File: config.mk
export PLATFORM = sky130hd
export DESIGN_NAME = c2h_credit_gate
export DESIGN_NICKNAME = d
export VERILOG_FILES = /design/src/rtl/credit_gate_pkg.sv /design/src/rtl/credit_ram.sv /design/src/rtl/credit_fwd.sv /design/src/rtl/credit_merge.sv /design/src/rtl/c2h_credit_gate.sv
export SDC_FILE = /design/constraint.sdc
export NUM_CORES = 1
export LEC_CHECK = 0
export ABC_AREA = 1
export BUFFER_PORTS_ARGS = -buffer_cell sky130_fd_sc_hd__buf_2
export CAP_MARGIN = 10
export CORE_ASPECT_RATIO = 2
export CORE_UTILIZATION = 37
export DETAILED_ROUTE_END_ITERATION = 8
export SETUP_SLACK_MARGIN = 0.2
export SLEW_MARGIN = 20
export SYNTH_ARGS = -nofsm -noshare
export SYNTH_HDL_FRONTEND = slang
export SYNTH_HIERARCHICAL = 1
export SYNTH_SLANG_ARGS = --single-unit
File: constraint.sdc
create_clock -name clk -period 4.3 [get_ports clk]
set_input_delay 0.43 -clock clk [delete_from_list [all_inputs] [get_ports clk]]
set_output_delay 0.43 -clock clk [all_outputs]
set_load 0.01 [all_outputs]
File: src/rtl/credit_gate_pkg.sv
package credit_gate_pkg;

  // Outcome of one evaluated request.
  typedef enum logic [1:0] {
    RSP_NONE  = 2'd0,
    RSP_GRANT = 2'd1,
    RSP_DENY  = 2'd2
  } rsp_e;

endpackage

File: src/rtl/credit_ram.sv
// One-write, one-read memory with a registered read port (block RAM shape).
module credit_ram #(
  parameter int DEPTH = 8,
  parameter int WIDTH = 16,
  parameter int AW    = 3
) (
  input  logic             clk,
  input  logic             we,
  input  logic [AW-1:0]    waddr,
  input  logic [WIDTH-1:0] wdata,
  input  logic [AW-1:0]    raddr,
  output logic [WIDTH-1:0] rdata
);

  logic [WIDTH-1:0] mem [DEPTH];

  always_ff @(posedge clk) begin
    if (we) mem[waddr] <= wdata;
    rdata <= mem[raddr];
  end

endmodule

File: src/rtl/credit_fwd.sv
// Picks the current credit of a queue: zero if never written since reset,
// the value written on the last edge if it hits, else the memory word.
module credit_fwd #(
  parameter int CW = 16,
  parameter int QW = 3
) (
  input  logic          live,
  input  logic [QW-1:0] qid,
  input  logic [CW-1:0] rd_data,
  input  logic          fwd_en,
  input  logic [QW-1:0] fwd_qid,
  input  logic [CW-1:0] fwd_data,
  output logic [CW-1:0] base
);

  always_comb begin
    if (!live)                          base = '0;
    else if (fwd_en && fwd_qid == qid)  base = fwd_data;
    else                                base = rd_data;
  end

endmodule

File: src/rtl/credit_merge.sv
// Folds a credit update and a request into one write.
module credit_merge
  import credit_gate_pkg::*;
#(
  parameter int CW = 16,
  parameter int QW = 3
) (
  input  logic          req,
  input  logic          app,
  input  logic          en,
  input  logic [QW-1:0] uq,
  input  logic [QW-1:0] rq,
  input  logic [CW-1:0] avail,
  input  logic [CW-1:0] u_base,
  input  logic [CW-1:0] r_base,
  output rsp_e          kind,
  output logic          wr_en,
  output logic [QW-1:0] wr_q,
  output logic [CW-1:0] wr_d
);

  logic          grant;
  logic [CW:0]   sum;
  logic [CW-1:0] upd_val;

  always_comb begin
    grant   = req && (r_base != '0);
    sum     = {1'b0, u_base} + {1'b0, avail};
    upd_val = sum[CW] ? '1 : sum[CW-1:0];
    if (!en) upd_val = '0;

    wr_en = 1'b0;
    wr_q  = rq;
    wr_d  = r_base - CW'(1);
    if (app) begin
      wr_en = 1'b1;
      wr_q  = uq;
      wr_d  = upd_val;
      if (grant && uq == rq && en) wr_d = upd_val - CW'(1);
    end else if (grant) begin
      wr_en = 1'b1;
    end

    if (!req)       kind = RSP_NONE;
    else if (grant) kind = RSP_GRANT;
    else            kind = RSP_DENY;
  end

endmodule

File: src/rtl/c2h_credit_gate.sv
module c2h_credit_gate
  import credit_gate_pkg::*;
#(
  parameter int NUM_Q  = 8,
  parameter int CRED_W = 16,
  localparam int QW    = (NUM_Q > 1) ? $clog2(NUM_Q) : 1
) (
  input  logic              clk,
  input  logic              rst,
  input  logic              upd_valid,
  input  logic [QW-1:0]     upd_qid,
  input  logic [CRED_W-1:0] upd_avail,
  input  logic              upd_c2h,
  input  logic              upd_stream,
  input  logic              upd_enable,
  input  logic              req_valid,
  input  logic [QW-1:0]     req_qid,
  output logic              req_ready,
  output logic              gnt_valid,
  output logic              deny_valid,
  output logic [QW-1:0]     rsp_qid
);

  localparam int NPORT = 2;   // port 0 serves updates, port 1 requests

  logic upd_app;
  assign upd_app   = upd_valid && upd_c2h && upd_stream;
  // Updates win the single write port; a request to another queue waits.
  assign req_ready = !(upd_app && upd_qid != req_qid);

  // Stage 1: sampled operation, memory read in flight.
  logic              s1_app, s1_en, s1_req;
  logic [QW-1:0]     s1_uq, s1_rq;
  logic [CRED_W-1:0] s1_avail;

  always_ff @(posedge clk) begin
    if (rst) begin
      s1_app <= 1'b0;
      s1_req <= 1'b0;
    end else begin
      s1_app <= upd_app;
      s1_req <= req_valid && req_ready;
    end
    s1_en    <= upd_enable;
    s1_uq    <= upd_qid;
    s1_rq    <= req_qid;
    s1_avail <= upd_avail;
  end

  // Write path and forwarding register.
  logic              wr_en;
  logic [QW-1:0]     wr_q;
  logic [CRED_W-1:0] wr_d;
  logic              fwd_en;
  logic [QW-1:0]     fwd_q;
  logic [CRED_W-1:0] fwd_d;
  logic [NUM_Q-1:0]  live;

  logic [QW-1:0]     rd_addr [NPORT];
  logic [QW-1:0]     s1_q    [NPORT];
  logic [CRED_W-1:0] rd_data [NPORT];
  logic [CRED_W-1:0] base    [NPORT];

  assign rd_addr[0] = upd_qid;
  assign rd_addr[1] = req_qid;
  assign s1_q[0]    = s1_uq;
  assign s1_q[1]    = s1_rq;

  for (genvar p = 0; p < NPORT; p++) begin : g_port
    credit_ram #(.DEPTH(NUM_Q), .WIDTH(CRED_W), .AW(QW)) u_ram (
      .clk   (clk),
      .we    (wr_en),
      .waddr (wr_q),
      .wdata (wr_d),
      .raddr (rd_addr[p]),
      .rdata (rd_data[p])
    );
    credit_fwd #(.CW(CRED_W), .QW(QW)) u_fwd (
      .live     (live[s1_q[p]]),
      .qid      (s1_q[p]),
      .rd_data  (rd_data[p]),
      .fwd_en   (fwd_en),
      .fwd_qid  (fwd_q),
      .fwd_data (fwd_d),
      .base     (base[p])
    );
  end

  rsp_e kind;

  credit_merge #(.CW(CRED_W), .QW(QW)) u_merge (
    .req    (s1_req),
    .app    (s1_app),
    .en     (s1_en),
    .uq     (s1_uq),
    .rq     (s1_rq),
    .avail  (s1_avail),
    .u_base (base[0]),
    .r_base (base[1]),
    .kind   (kind),
    .wr_en  (wr_en),
    .wr_q   (wr_q),
    .wr_d   (wr_d)
  );

  // Stage 2: write-back bookkeeping and registered responses.
  always_ff @(posedge clk) begin
    if (rst) begin
      live       <= '0;
      fwd_en     <= 1'b0;
      gnt_valid  <= 1'b0;
      deny_valid <= 1'b0;
      rsp_qid    <= '0;
    end else begin
      if (wr_en) live[wr_q] <= 1'b1;
      fwd_en     <= wr_en;
      gnt_valid  <= (kind == RSP_GRANT);
      deny_valid <= (kind == RSP_DENY);
      if (kind != RSP_NONE) rsp_qid <= s1_rq;
    end
    fwd_q <= wr_q;
    fwd_d <= wr_d;
  end

endmodule

Word-level counts from Yosys, hierarchy flattened
Memories as Yosys holds them, arrays and structs flattened. A register that Yosys moved wholly into a read port is not among the register bits.
Cells that the tools add are included.
W data, S select, Z words.
{"block": "word_totals", "reg_bits": 58, "latchBits": 0, "mem_bits_rw": 256, "mem_bits_ro": 0, "output_inout_bits": 6, "word_cells": 63, "n_memories": 2}
{"name": "g_port[0].u_ram.mem", "words": 8, "word_bits": 16, "read_ports": 1, "rd_clocked_by_memory_dff": 1, "wr": 1, "line": "credit_ram.sv:15", "source": "logic [WIDTH-1:0] mem [DEPTH];"}
{"name": "g_port[1].u_ram.mem", "words": 8, "word_bits": 16, "read_ports": 1, "rd_clocked_by_memory_dff": 1, "wr": 1, "line": "credit_ram.sv:15"}
{"block": "classes", "add_sub_neg": 3, "mul": 0, "n_div": 0, "magnitude_cmp": 4, "eq_ne": 6, "shifts": 0, "muxes": 21, "bitwise": 1, "reduce_logical": 13}
{"cell": "$mux W16", "n": 8}
{"cell": "$sub A16 B1 Y16 const B", "n": 2}
{"cell": "$add A16 B16 Y17", "n": 1}
{"cell": "$reduce_bool A16 Y1", "n": 1}
{"cell": "$lt A3 B4 Y1 const B", "n": 3}
{"cell": "$logic_and A1 B1 Y1", "n": 10}
{"cell": "$eq A3 B3 Y1", "n": 3}
{"cell": "$or A8 B8 Y8", "n": 1}
{"cell": "$mux W1", "n": 7}
{"cell": "$bmux W1 S3", "n": 2}
{"cell": "$mux W2", "n": 2}
{"cell": "$demux W1 S3", "n": 1}
{"cell": "$ge A3 B1 Y1 const B", "n": 1}
{"cell": "$mux W3", "n": 1}
{"cell": "$ne A3 B3 Y1", "n": 1}
{"cell": "$eq A2 B1 Y1 const B", "n": 1}
{"cell": "$eq A2 B2 Y1 const B", "n": 1}
{"cell": "$reduce_bool A2 Y1", "n": 1}
{"cell": "$logic_not A1 Y1", "n": 1}

Logic depth before layout (Yosys ltp)
Gate-level depths: netlist of the first run.
{"block": "logic_depth", "word_depth": 10, "ltp_mapped": 29, "mapped_depth_nobuf": 27}

Modules after synthesis
The synthesis of the first run kept the hierarchy.
{"mod": "credit_ram", "n_inst": 2, "cells_each": 587, "area_each_um2": 5989.5, "seq_area_each_um2": 4164.0}
{"mod": "credit_merge", "n_inst": 1, "cells_each": 466, "area_each_um2": 2369.8, "seq_area_each_um2": 0.0}
{"mod": "c2h_credit_gate", "n_inst": 1, "cells_each": 157, "area_each_um2": 1600.3, "seq_area_each_um2": 1161.1}
{"mod": "credit_fwd", "n_inst": 2, "cells_each": 110, "area_each_um2": 484.2, "seq_area_each_um2": 0.0}

Worst setup path after synthesis of the first run
No wires, ideal clock.
{"block": "synth_path", "path_type": "reg-to-reg", "startpoint": "reg s1_uq[0]", "endpoint": "mem g_port[0].u_ram.mem[0][4] (data pin)", "setup_ps": 337, "arrival_ps": 3721, "required_ps": 3963, "path_slack_ps": 242, "path_stages_with_launch": 25, "path_buffers": 3, "period_less_slack_ps": 4058, "cell_sequence": "dfxtp_1 > buf_6 > nor2_1 > nor2_1 > nand2_1 > nand2_1 > nand2_1 > nand2_1 > buf_1 > buf_1 > nand2_1 > nor2_1 > ha_1 > nand2_2 > nand2_2 > nand2_2 > nand2_2 > a21oi_4 > nand2_4 > o21ai_4 > ha_1 > nand3_2 > nor2_1 > xor2_1 > o21ai_0"}
{"element": "from (decl)", "line": "c2h_credit_gate.sv:33", "source": "logic [QW-1:0] s1_uq, s1_rq;"}
{"element": "from (signal assigned)", "line": "c2h_credit_gate.sv:45", "source": "s1_uq <= upd_qid;"}
{"element": "to (decl)", "line": "credit_ram.sv:15"}

==> flow_metrics.env, run 1 <==
export IMPL_grt_usage_pct=19.2
export IMPL_die_area_sq_um=46600
export IMPL_drtIter0Drc=813
export IMPL_initial_utilization_pct=37.6
export IMPL_maxSlewViolCount=0
export IMPL_rows=110
export IMPL_synth_top_flop_cell="edfxtp_1"
export IMPL_ys_ff_latch=346
export IMPL_grt_max_degree=68
export IMPL_antenna_found_initial=0
export IMPL_first_global_vias=12500
export IMPL_cts_made_buffers=30
export IMPL_multi_input_area_sq_um=5450
export IMPL_max_slew_margin_pct=31.8
export IMPL_dpl_instance_area_sq_um=17700
export IMPL_syn_num_nets=2066
export IMPL_arrival_ns=4.15
export IMPL_layout_setup_ws_ns=0.479
export IMPL_yosysWarnings=6
export IMPL_hold_path_end="s1_req"
export IMPL_wirelength_um=44400
export IMPL_htree_levels=1
export IMPL_pin_count=35
export IMPL_path_clk_slew_ns=0.07
export IMPL_drive_above_1_share_pct=9.79
export IMPL_period_share_pct=88.9
export IMPL_worst_pin_slew_ns=1.02
export IMPL_fin_tns_setup_ns=0
export IMPL_fillers=4316
export IMPL_max_freq_mhz=262
export IMPL_hp_class="primary input to register"
export IMPL_irDropWorstVdd_mv=0.310
export IMPL_synth_seq_area_share_pct=56.1
export IMPL_cts_max_path_buffers=3
export IMPL_portBuffers=34
export IMPL_leakagePower_uw=0.00904
export IMPL_path_max_fanout=14
export IMPL_hpwl_um=30500
export IMPL_hold_slack_ns=0.0725
export IMPL_vias_per_cell=4.77
export IMPL_num_vias=12800
export IMPL_startpoint_type="register"
export IMPL_critPathKind="register to register"
export IMPL_rrSetupSlack_ns=0.48
export IMPL_rsz0062_at_grt="false"
export IMPL_clock_latency_ns=0.60
export IMPL_drc=0
export IMPL_synthTopCellsByArea="edfxtp_1, nand2_1, dfxtp_1, inv_1, nand3_1"
export IMPL_reg2reg_from="s1_uq[1]"
export IMPL_hp_start="req_valid"
export IMPL_antenna_cells=0
export IMPL_grt_overflow_total=0
export IMPL_stdcell_count=2675
export IMPL_syn_area_sq_um=16900
export IMPL_design_core_area_sq_um=45000
export IMPL_ant_nets=0
export IMPL_detailedPlace_worstSlack_ns=0.245
export IMPL_maxCapViolCount=0
export IMPL_wire_per_inst_um=16.6
export IMPL_die_height_um=304
export IMPL_async_reset_ff_share_pct=0
export IMPL_clock_root_buffer="clkbuf_16"
export IMPL_synth_top_area_share_pct=45.4
export IMPL_dp_cells=2599
export IMPL_avgSynthCellArea_sq_um=8.39
export IMPL_r2r_cells=27
export IMPL_design_area_sq_um=18900
export IMPL_timing_rr_end="g_port[0].u_ram/mem[6][11]"
export IMPL_period_needed_ns=3.82
export IMPL_holdPathStages=3
export IMPL_power_density_nw_per_um2=419
export IMPL_ys_types=42
export IMPL_finClkSkew_ns=0.0240
export IMPL_die_x_um=153
export IMPL_dr_pass1_iters=6
export IMPL_critPathRequiredTime_ns=4.63
export IMPL_synth_edf_count=256
export IMPL_setup_viol=0
export IMPL_grt_pass1_wl_um=68300
export IMPL_nets=2140
export IMPL_synthCells=2017
export IMPL_place_gp_congestion=0.954
export IMPL_regArea_sq_um=9500
export IMPL_cts_tree="built"
export IMPL_synth_most_common_cell="nand2_1"
export IMPL_crit_path_end_kind="register"
export IMPL_synth_largest_area_cell="edfxtp_1"
export IMPL_cts_sinks=346
export IMPL_area_growth_synth_to_final_pct=12.0
export IMPL_status="finished, final reports clean"
export IMPL_hold_violations=0
export IMPL_synth_common_cells="nand2_1, inv_1, edfxtp_1, nand3_1, nor2_1"
logic make-up (layout without fill, tap and decap cells):
kind of cell	Yosys count	in the layout	synth area share (%)
simple gates	1090	1090	27.2
buf+inv	475	573	11.9
flops	346	346	56.1
compound gates	71	71	2.57
fa+ha+maj	20	20	1.52
xor+xnor	15	15	0.777
critical path: stages (launching register included):
cell	delay, ns
dfxtp_2	0.42
inv_1	0.06
nand2_1	0.09
nand2_1	0.09
nor2_4	0.13
buf_4	0.21
nand3_1	0.10
nand2_1	0.09
nor2_1	0.05
ha_1	0.32
nand2_1	0.09
nand2_1	0.07
nand2_1	0.06
nand2_1	0.13
a21oi_4	0.24
buf_4	0.16
nand3_1	0.08
nand2_2	0.13
nand2_4	0.09
inv_1	0.10
nand2_1	0.05
nor2_1	0.17
nand3_1	0.10
nand2_1	0.07
nand2_1	0.04
nand2_1	0.06
nand2_1	0.14
buf_4	0.22
power breakdown:
part           internal [uW]  leakage [uW]  switching, uW
Combinational            379       0.00550            892
Sequential              3900       0.00307           84.7
Clock                   1420      0.000464           1260
through the flow:
| stage | util, % | power, uW |
|---|---|---|
| 4_1_cts | 41.9 | 7990 |
| 2_1_floorplan | - | 4800 |
| 3_5_place_dp | 39.4 | 5300 |
| 6_report | 42.1 | 7930 |
| 5_1_grt | 42.1 | 8260 |
| 3_3_place_gp | 39.4 | 5290 |
layout by cell type, fill, tap and decap left out, types with 2 or more instances in the layout:
cell           synthesis  routed
buf_2                 28      34
nor2_1               145     145
xnor2_1                6       6
ha_1                  19      18
clkinv_1               0       5
a21boi_1               2       2
buf_4                 10      54
nor3_1                 4       4
nand2_4                4       4
bufinv_16              0       2
xor2_1                 9       9
dfxtp_2                0       3
a31oi_1                3       2
nor2_2                 6       5
inv_1                400     400
edfxtp_1             256     256
a21oi_4                3       3
nand2_1              670     667
o21ai_0               16      11
clkinvlp_4             0       5
clkinv_8               0       2
clkinv_2               0       7
inv_4                  0       2
dfxtp_1               90      86
nand4_1                9       9
nor2_4                 9      10
dlygate4sd3_1          0      17
nand2_2               15      18
inv_2                 10       8
o211ai_1               5       5
o21bai_1               2       2
a21oi_1               29      29
clkbuf_16              0      30
nand3b_1               2       2
nand3_2                6       6
o21ai_1                6      10
nand3_1              215     215
layout make-up:
cell class	instances	share of cell area, %
clock buffers	31	3.98
clock inverters	25	1.15
inverters	410	8.15
multi-input cells	1196	28.8
flip-flops and latches	346	50.1
well taps	560	3.70
repair buffers	107	4.10
flip-flops by register name, indices dropped and copies added, names as in the netlist:
register            flops
s1_rq                   3
s1_req                  1
s1_en                   1
live                    8
fwd_q                   3
s1_avail               16
g_port.u_ram/mem      256
deny_valid              1
g_port.u_ram/rdata     32
rsp_qid                 3
fwd_d                  16
s1_uq                   3
fwd_en                  1
s1_app                  1
gnt_valid               1
worst max path at each step:
stage,cells after the start,slack (ns),start,to
3_5_place_dp,25,0.25,s1_uq[0],g_port[0].u_ram/mem[6][14]
3_3_place_gp,22,0.29,s1_uq[0],g_port[0].u_ram/mem[0][10]
5_1_grt,25,0.20,s1_uq[1],g_port[1].u_ram/mem[4][12]
2_1_floorplan,24,0.24,s1_uq[0],g_port[0].u_ram/mem[0][4]
6_report,27,0.48,s1_uq[1],g_port[0].u_ram/mem[6][11]
4_1_cts,22,0.23,s1_uq[0],g_port[0].u_ram/mem[4][10]
per-layer routing:
layer / up-vias / wire length, um / global-route usage (%)
met5: - / 0 / 0
met4: 0 / 2770 / 12.1
met3: 118 / 1590 / 1.68
met2: 327 / 23900 / 37.0
met1: 5938 / 16100 / 19.4
li1: 6378 / - / -
repair_timing:
item	in CTS	in global routing
hold buffers	17	0
endpoints found under the setup margin	0	214
endpoints found under the hold margin	17	0
resized for setup	0	13
setup buffers	0	3
No activity file was read; power rests on OpenSTA's default activity.
==> inputs of run 2 (changes only) <==
CORE_ASPECT_RATIO = default   (was 2)
==> run 2 against run 1 <==
Effect of this change: global-route usage increased by 0.10 points; hold slack improved by 0.023 ns; total power rose by 7.6%.
==> flow_metrics.env, run 2 (synthesis results as in run 1) <==
export IMPL_status="finished, final reports clean"
export IMPL_nets=2147
export IMPL_fin_tns_setup_ns=0
export IMPL_htree_levels=2
export IMPL_hp_start="req_valid"
export IMPL_power_density_nw_per_um2=443
export IMPL_top_regs="g_port.u_ram/mem (256), g_port.u_ram/rdata (32)"
export IMPL_path_max_fanout=17
export IMPL_initial_utilization_pct=37.8
export IMPL_reg2reg_from="fwd_q[0]"
export IMPL_drive_above_1_share_pct=10.2
export IMPL_crit_cells=23
export IMPL_period_needed_ns=3.81
export IMPL_cts_max_path_buffers=3
export IMPL_wire_per_inst_um=16.2
export IMPL_path_clk_slew_ns=0.06
export IMPL_leakagePower_uw=0.00918
export IMPL_portBuffers=34
export IMPL_regMostFlops="g_port.u_ram/mem"
export IMPL_hold_violations=0
export IMPL_grt_overflow_total=0
export IMPL_critPathRequiredTime_ns=4.65
export IMPL_maxCapViolCount=0
export IMPL_crit_chain="inv_1 -> a21boi_1 -> nand2_2 -> nor2_4 -> buf_4 -> nor2_1 -> nor2_1 -> ha_1 -> buf_4 -> nand2_1 -> inv_1 -> a21oi_2 -> nand3_1 -> nand2_1 -> nand3_1 -> nand2_1 -> nand3_1 -> nor2_1 -> nand2_1 -> nand2_1 -> nand3_1 -> nand2_1 -> buf_4"
export IMPL_wirelength_um=44100
export IMPL_hp_class="primary input to register"
export IMPL_clock_root_buffer="clkbuf_16"
export IMPL_critPathBufInv=5
export IMPL_dr_pass1_iters=6
export IMPL_grt_pass1_wl_um=69100
export IMPL_cts_made_buffers=39
export IMPL_drtIter0Drc=1145
export IMPL_finClkSkew_ns=0.0206
export IMPL_slowest_stage="dfxtp_2"
export IMPL_largest_reg_flops=256
export IMPL_r2r_cells=23
export IMPL_max_slew_margin_pct=33.5
export IMPL_maxSlewViolCount=0
export IMPL_timing_rr_end="g_port[0].u_ram/mem[6][14]"
export IMPL_startpoint_type="register"
export IMPL_worst_pin_slew_ns=0.998
export IMPL_pin_count=35
export IMPL_max_freq_mhz=263
export IMPL_hold_path_end="s1_req"
export IMPL_layout_common_cells="nand2_1, inv_1, edfxtp_1, nand3_1, nor2_1"
export IMPL_grt_max_degree=68
export IMPL_detailedPlace_worstSlack_ns=0.143
export IMPL_holdPathStages=3
export IMPL_die_height_um=216
export IMPL_layout_setup_ws_ns=0.492
export IMPL_die_x_um=216
export IMPL_crit_family="simple AND/OR/NAND/NOR gates"
export IMPL_cpPeakStageDelay_ns=0.38
export IMPL_rsz0062_at_grt="false"
export IMPL_grt_usage_pct=19.3
export IMPL_cts_sinks=346
export IMPL_crit_top_cell="nand2_1"
export IMPL_rows=77
export IMPL_ant_nets=0
export IMPL_arrival_ns=4.16
export IMPL_irDropWorstVdd_mv=0.343
export IMPL_antenna_found_initial=1
export IMPL_clock_latency_ns=0.56
export IMPL_hpwl_um=28300
export IMPL_num_vias=12700
export IMPL_final_common_cell="nand2_1"
export IMPL_crit_path_end_kind="register"
export IMPL_die_area_sq_um=46600
export IMPL_first_global_vias=12300
export IMPL_cts_tree="built"
export IMPL_period_share_pct=88.6
export IMPL_area_growth_synth_to_final_pct=13.9
export IMPL_design_core_area_sq_um=44700
export IMPL_setup_viol=0
export IMPL_critPathKind="register to register"
export IMPL_place_gp_congestion=0.939
export IMPL_rrSetupSlack_ns=0.49
export IMPL_vias_per_cell=4.68
export IMPL_drc=0
## run 2: changes by cell type in the layout (fill, tap and decap cells not counted), sizes merged
cell,previous run,this run
clkbuf,31,50
buf,90,87
clkinvlp,6,3
inv,412,410
clkinv,15,16
diode,0,1
nor2,160,161
## run 2: worst min-delay path, stage by stage
cell and delay [ns]:
buf_2 0.09, nand2_1 0.05, a21oi_1 0.04
## run 2: what timing repair did
| item | CTS | global route |
|---|---|---|
| hold buffers | 17 | 0 |
| resized for setup | 2 | 19 |
| gates cloned | 0 | 1 |
| setup buffers | 0 | 3 |
| pin swaps | 0 | 2 |
| hold endpoints to repair | 17 | 0 |
| setup endpoints to repair | 84 | 192 |
## run 2: layout make-up
type                       instances  area [sq um]
clock inverter                    21           183
fill                            4350         25400
timing repair buffer             104           779
sequential                       346          9500
inverter                         410          1540
clock buffer                      50          1070
antenna                            1          2.50
tap                              592           741
multi-input combinational       1197          5460
## run 2: how the worst max path moves through the flow
stage	slack [ns]	to	from
global placement	0.13	g_port[1].u_ram/mem[5][1]	s1_uq[0]
global route	0.17	g_port[1].u_ram/mem[0][12]	fwd_q[0]
detailed placement	0.14	g_port[1].u_ram/mem[5][1]	s1_uq[0]
finish	0.49	g_port[0].u_ram/mem[6][14]	fwd_q[0]
CTS	0.24	g_port[1].u_ram/mem[0][11]	s1_uq[1]
floorplan	0.24	g_port[0].u_ram/mem[0][4]	s1_uq[0]
## run 2: metrics by stage
step,utilization (%),hold WS [ns],total power (uW),std cells,area (sq um)
3_5_place_dp,39.7,0.479,5330,2628,17800
3_3_place_gp,39.7,0.463,5310,2628,17800
4_1_cts,42.9,0.0699,8590,2716,19200
5_1_grt,43.1,0.0955,8900,2720,19300
6_report,43.1,0.0954,8540,2721,19300
2_1_floorplan,-,0.448,4800,2017,16900
## run 2: per-layer routing
layer	global-route usage [%]	vias to the layer above	part of all wire (%)
li1	-	6416	-
met3	3.09	77	5.5
met4	6.12	2	2.7
met5	0	-	0.039
met2	31.3	353	46
met1	26.2	5887	45
## run 2: power by group
part	internal [uW]	leakage, uW	switching, uW	total, uW
combinational	379	0.00550	927	1310
clock	1890	0.000604	1350	3240
sequential	3910	0.00307	82.8	3990
total	6170	0.00918	2360	8540
==> inputs of run 3 (changes only) <==
clock period = 4.2 ns   (was 4.3 ns; I/O delays follow)
==> run 3 against run 2 <==
Effect of this change: die area is the same; worst setup slack lost 0.095 ns; clock power increased by 7.7%; combinational power about the same; sequential share of layout area fell by 0.47 points; sequential power rose by 2%; clock skew up 0.0032 ns; hold slack lost 0.031 ns; wire length is 2.6% lower; final area is 0.97% higher; final cell count hardly changed; highest routed layer unchanged; utilization is 0.42 points higher.
==> flow_metrics.env, run 3 (synthesis results as in run 1) <==
export IMPL_period_needed_ns=3.80
export IMPL_ant_nets=0
export IMPL_finClkSkew_ns=0.0238
export IMPL_hpwl_um=27400
export IMPL_startpoint_type="register"
export IMPL_regMostFlops="g_port.u_ram/mem"
export IMPL_grt_overflow_total=0
export IMPL_pin_count=35
export IMPL_status="finished, final reports clean"
export IMPL_met2WireLength_um=19400
export IMPL_critPathBufInv=3
export IMPL_critPathKind="register to register"
export IMPL_largest_reg_flops=256
export IMPL_max_freq_mhz=263
export IMPL_leakagePower_uw=0.00920
export IMPL_drtIter0Drc=1070
export IMPL_maxSlewViolCount=0
export IMPL_p_clk_share_pct=39.2
export IMPL_clock_root_buffer="clkbuf_16"
export IMPL_antenna_found_initial=2
export IMPL_die_x_um=216
export IMPL_seqPwrFrac_pct=45.9
export IMPL_p_sw_uw=2430
export IMPL_arrival_ns=4.09
export IMPL_top_regs="g_port.u_ram/mem (256), g_port.u_ram/rdata (32)"
export IMPL_area_growth_synth_to_final_pct=15.1
export IMPL_hold_violations=0
export IMPL_design_core_area_sq_um=44700
export IMPL_rows=77
export IMPL_period_share_pct=90.6
export IMPL_power_density_nw_per_um2=457
export IMPL_cpPeakStageDelay_ns=0.39
export IMPL_maxCapViolCount=0
export IMPL_wire_per_inst_um=15.8
export IMPL_p_comb_share_pct=14.9
export IMPL_hold_slack_ns=0.0642
export IMPL_final_common_cell="nand2_1"
export IMPL_nets=2150
export IMPL_drt_met1_wl_um=19900
export IMPL_rrSetupSlack_ns=0.40
export IMPL_num_vias=12600
export IMPL_cts_made_buffers=38
export IMPL_crit_path_end_kind="register"
export IMPL_antenna_cells=0
export IMPL_crit_family="simple AND/OR/NAND/NOR gates"
export IMPL_cts_tree="built"
export IMPL_slowest_stage="dfxtp_4"
export IMPL_grt_pass1_wl_um=66700
export IMPL_die_area_sq_um=46600
export IMPL_highest_layer="met5"
export IMPL_cts_sinks=346
export IMPL_htree_levels=2
export IMPL_drc=0
export IMPL_cts_max_path_buffers=3
export IMPL_dr_pass1_iters=5
export IMPL_worst_pin_slew_ns=0.978
export IMPL_first_global_vias=12000
export IMPL_max_slew_margin_pct=34.8
export IMPL_grt_max_degree=65
export IMPL_dr_wl_met3_um=2320
export IMPL_path_max_fanout=17
export IMPL_layout_common_cells="nand2_1, inv_1, edfxtp_1, nand3_1, nor2_1"
export IMPL_vias_per_cell=4.63
export IMPL_clock_latency_ns=0.57
export IMPL_irDropWorstVdd_mv=0.304
export IMPL_critPathRequiredTime_ns=4.48
export IMPL_hp_class="primary input to register"
export IMPL_drive_above_1_share_pct=11.5
export IMPL_wirelength_um=42900
export IMPL_finalPower_uw=8900
export IMPL_die_height_um=216
export IMPL_rsz0062_at_grt="true"
export IMPL_grt_usage_pct=18.6
export IMPL_setup_viol=0
export IMPL_portBuffers=34
export IMPL_internal_power_uw=6470
export IMPL_fin_tns_setup_ns=0
export IMPL_initial_utilization_pct=37.8
export IMPL_switching_share_pct=27.3
export IMPL_place_gp_congestion=0.890
export IMPL_path_clk_slew_ns=0.06
run 3: cell count changes in the layout (fill, tap and decap cells not counted), sizes merged:
cell | before | now
clkbuf | 50 | 46
bufinv | 2 | 5
buf | 87 | 89
clkinvlp | 3 | 5
clkinv | 16 | 15
diode | 1 | 0
dlygate4sd3 | 17 | 18
inv | 410 | 409
run 3: worst reg2reg max path, stage by stage (launching register included):
cell and delay, ns:
dfxtp_4 0.39, clkbuf_4 0.18, nand2_1 0.07, nand2_1 0.10
nor2_4 0.04, buf_4 0.17, nand3_1 0.08, nand2_1 0.06
nor2_2 0.14, ha_2 0.33, nand2_2 0.10, nand2_2 0.06
nand2_2 0.06, nand2_2 0.07, a21oi_4 0.26, nand2_4 0.10
o21ai_4 0.19, ha_2 0.21, nand3_2 0.12, nor2_4 0.14
nand2_1 0.06, nor2_1 0.11, nor2_1 0.05, nor2_1 0.16
nor2_1 0.06, buf_4 0.21
run 3: cell type report:
cell class	count	area, sq um
Timing Repair Buffer	108	807
Clock buffer	45	1030
Sequential cell	346	9500
Tap cell	592	741
Clock inverter	24	299
Inverter	410	1540
Multi-Input combinational cell	1197	5540
Fill cell	4366	25200
run 3: timing repair:
item                                   in CTS  in global routing
gates cloned                                0                  2
setup buffers                               1                  7
pin swaps                                   1                  9
gates resized for setup                     1                 48
endpoints found under the hold margin      18                  0
hold buffers                               18                  0
setup endpoints to repair                  69                200
run 3: through the flow:
stage               std cells  area (sq um)  setup WS [ns]  utilization [%]
floorplan                2017         16900          0.273                -
global placement         2625         17700          0.144             39.7
detailed placement       2625         17700         0.0686             39.7
CTS                      2713         19300          0.225             43.1
global route             2722         19500          0.171             43.5
finish                   2722         19500          0.397             43.5
run 3: worst paths after layout:
check | startpoint | to | depth (start not counted)
min | upd_qid[1] | s1_uq[1] | 1
max reg2reg | s1_uq[0] | g_port[0].u_ram/mem[6][12] | 25
max | s1_uq[0] | g_port[0].u_ram/mem[6][12] | 25
min reg2reg | rsp_qid[0] | rsp_qid[0] | 2
run 3: power by group through the flow:
stage,Combinational (uW),Clock (uW),Sequential [uW]
after floorplan,797,0,4120
after global placement,1250,0,4150
after detailed placement,1270,0,4160
after CTS,1290,3570,4080
after global routing,1470,3700,4100
final,1320,3490,4080
run 3: per-layer routing:
layer  global-route usage [%]  vias to the layer above
met2                     29.7                      301
li1                         -                     6409
met1                     25.5                     5816
met3                     3.31                       77
met4                     6.17                        2
met5                        0                        -
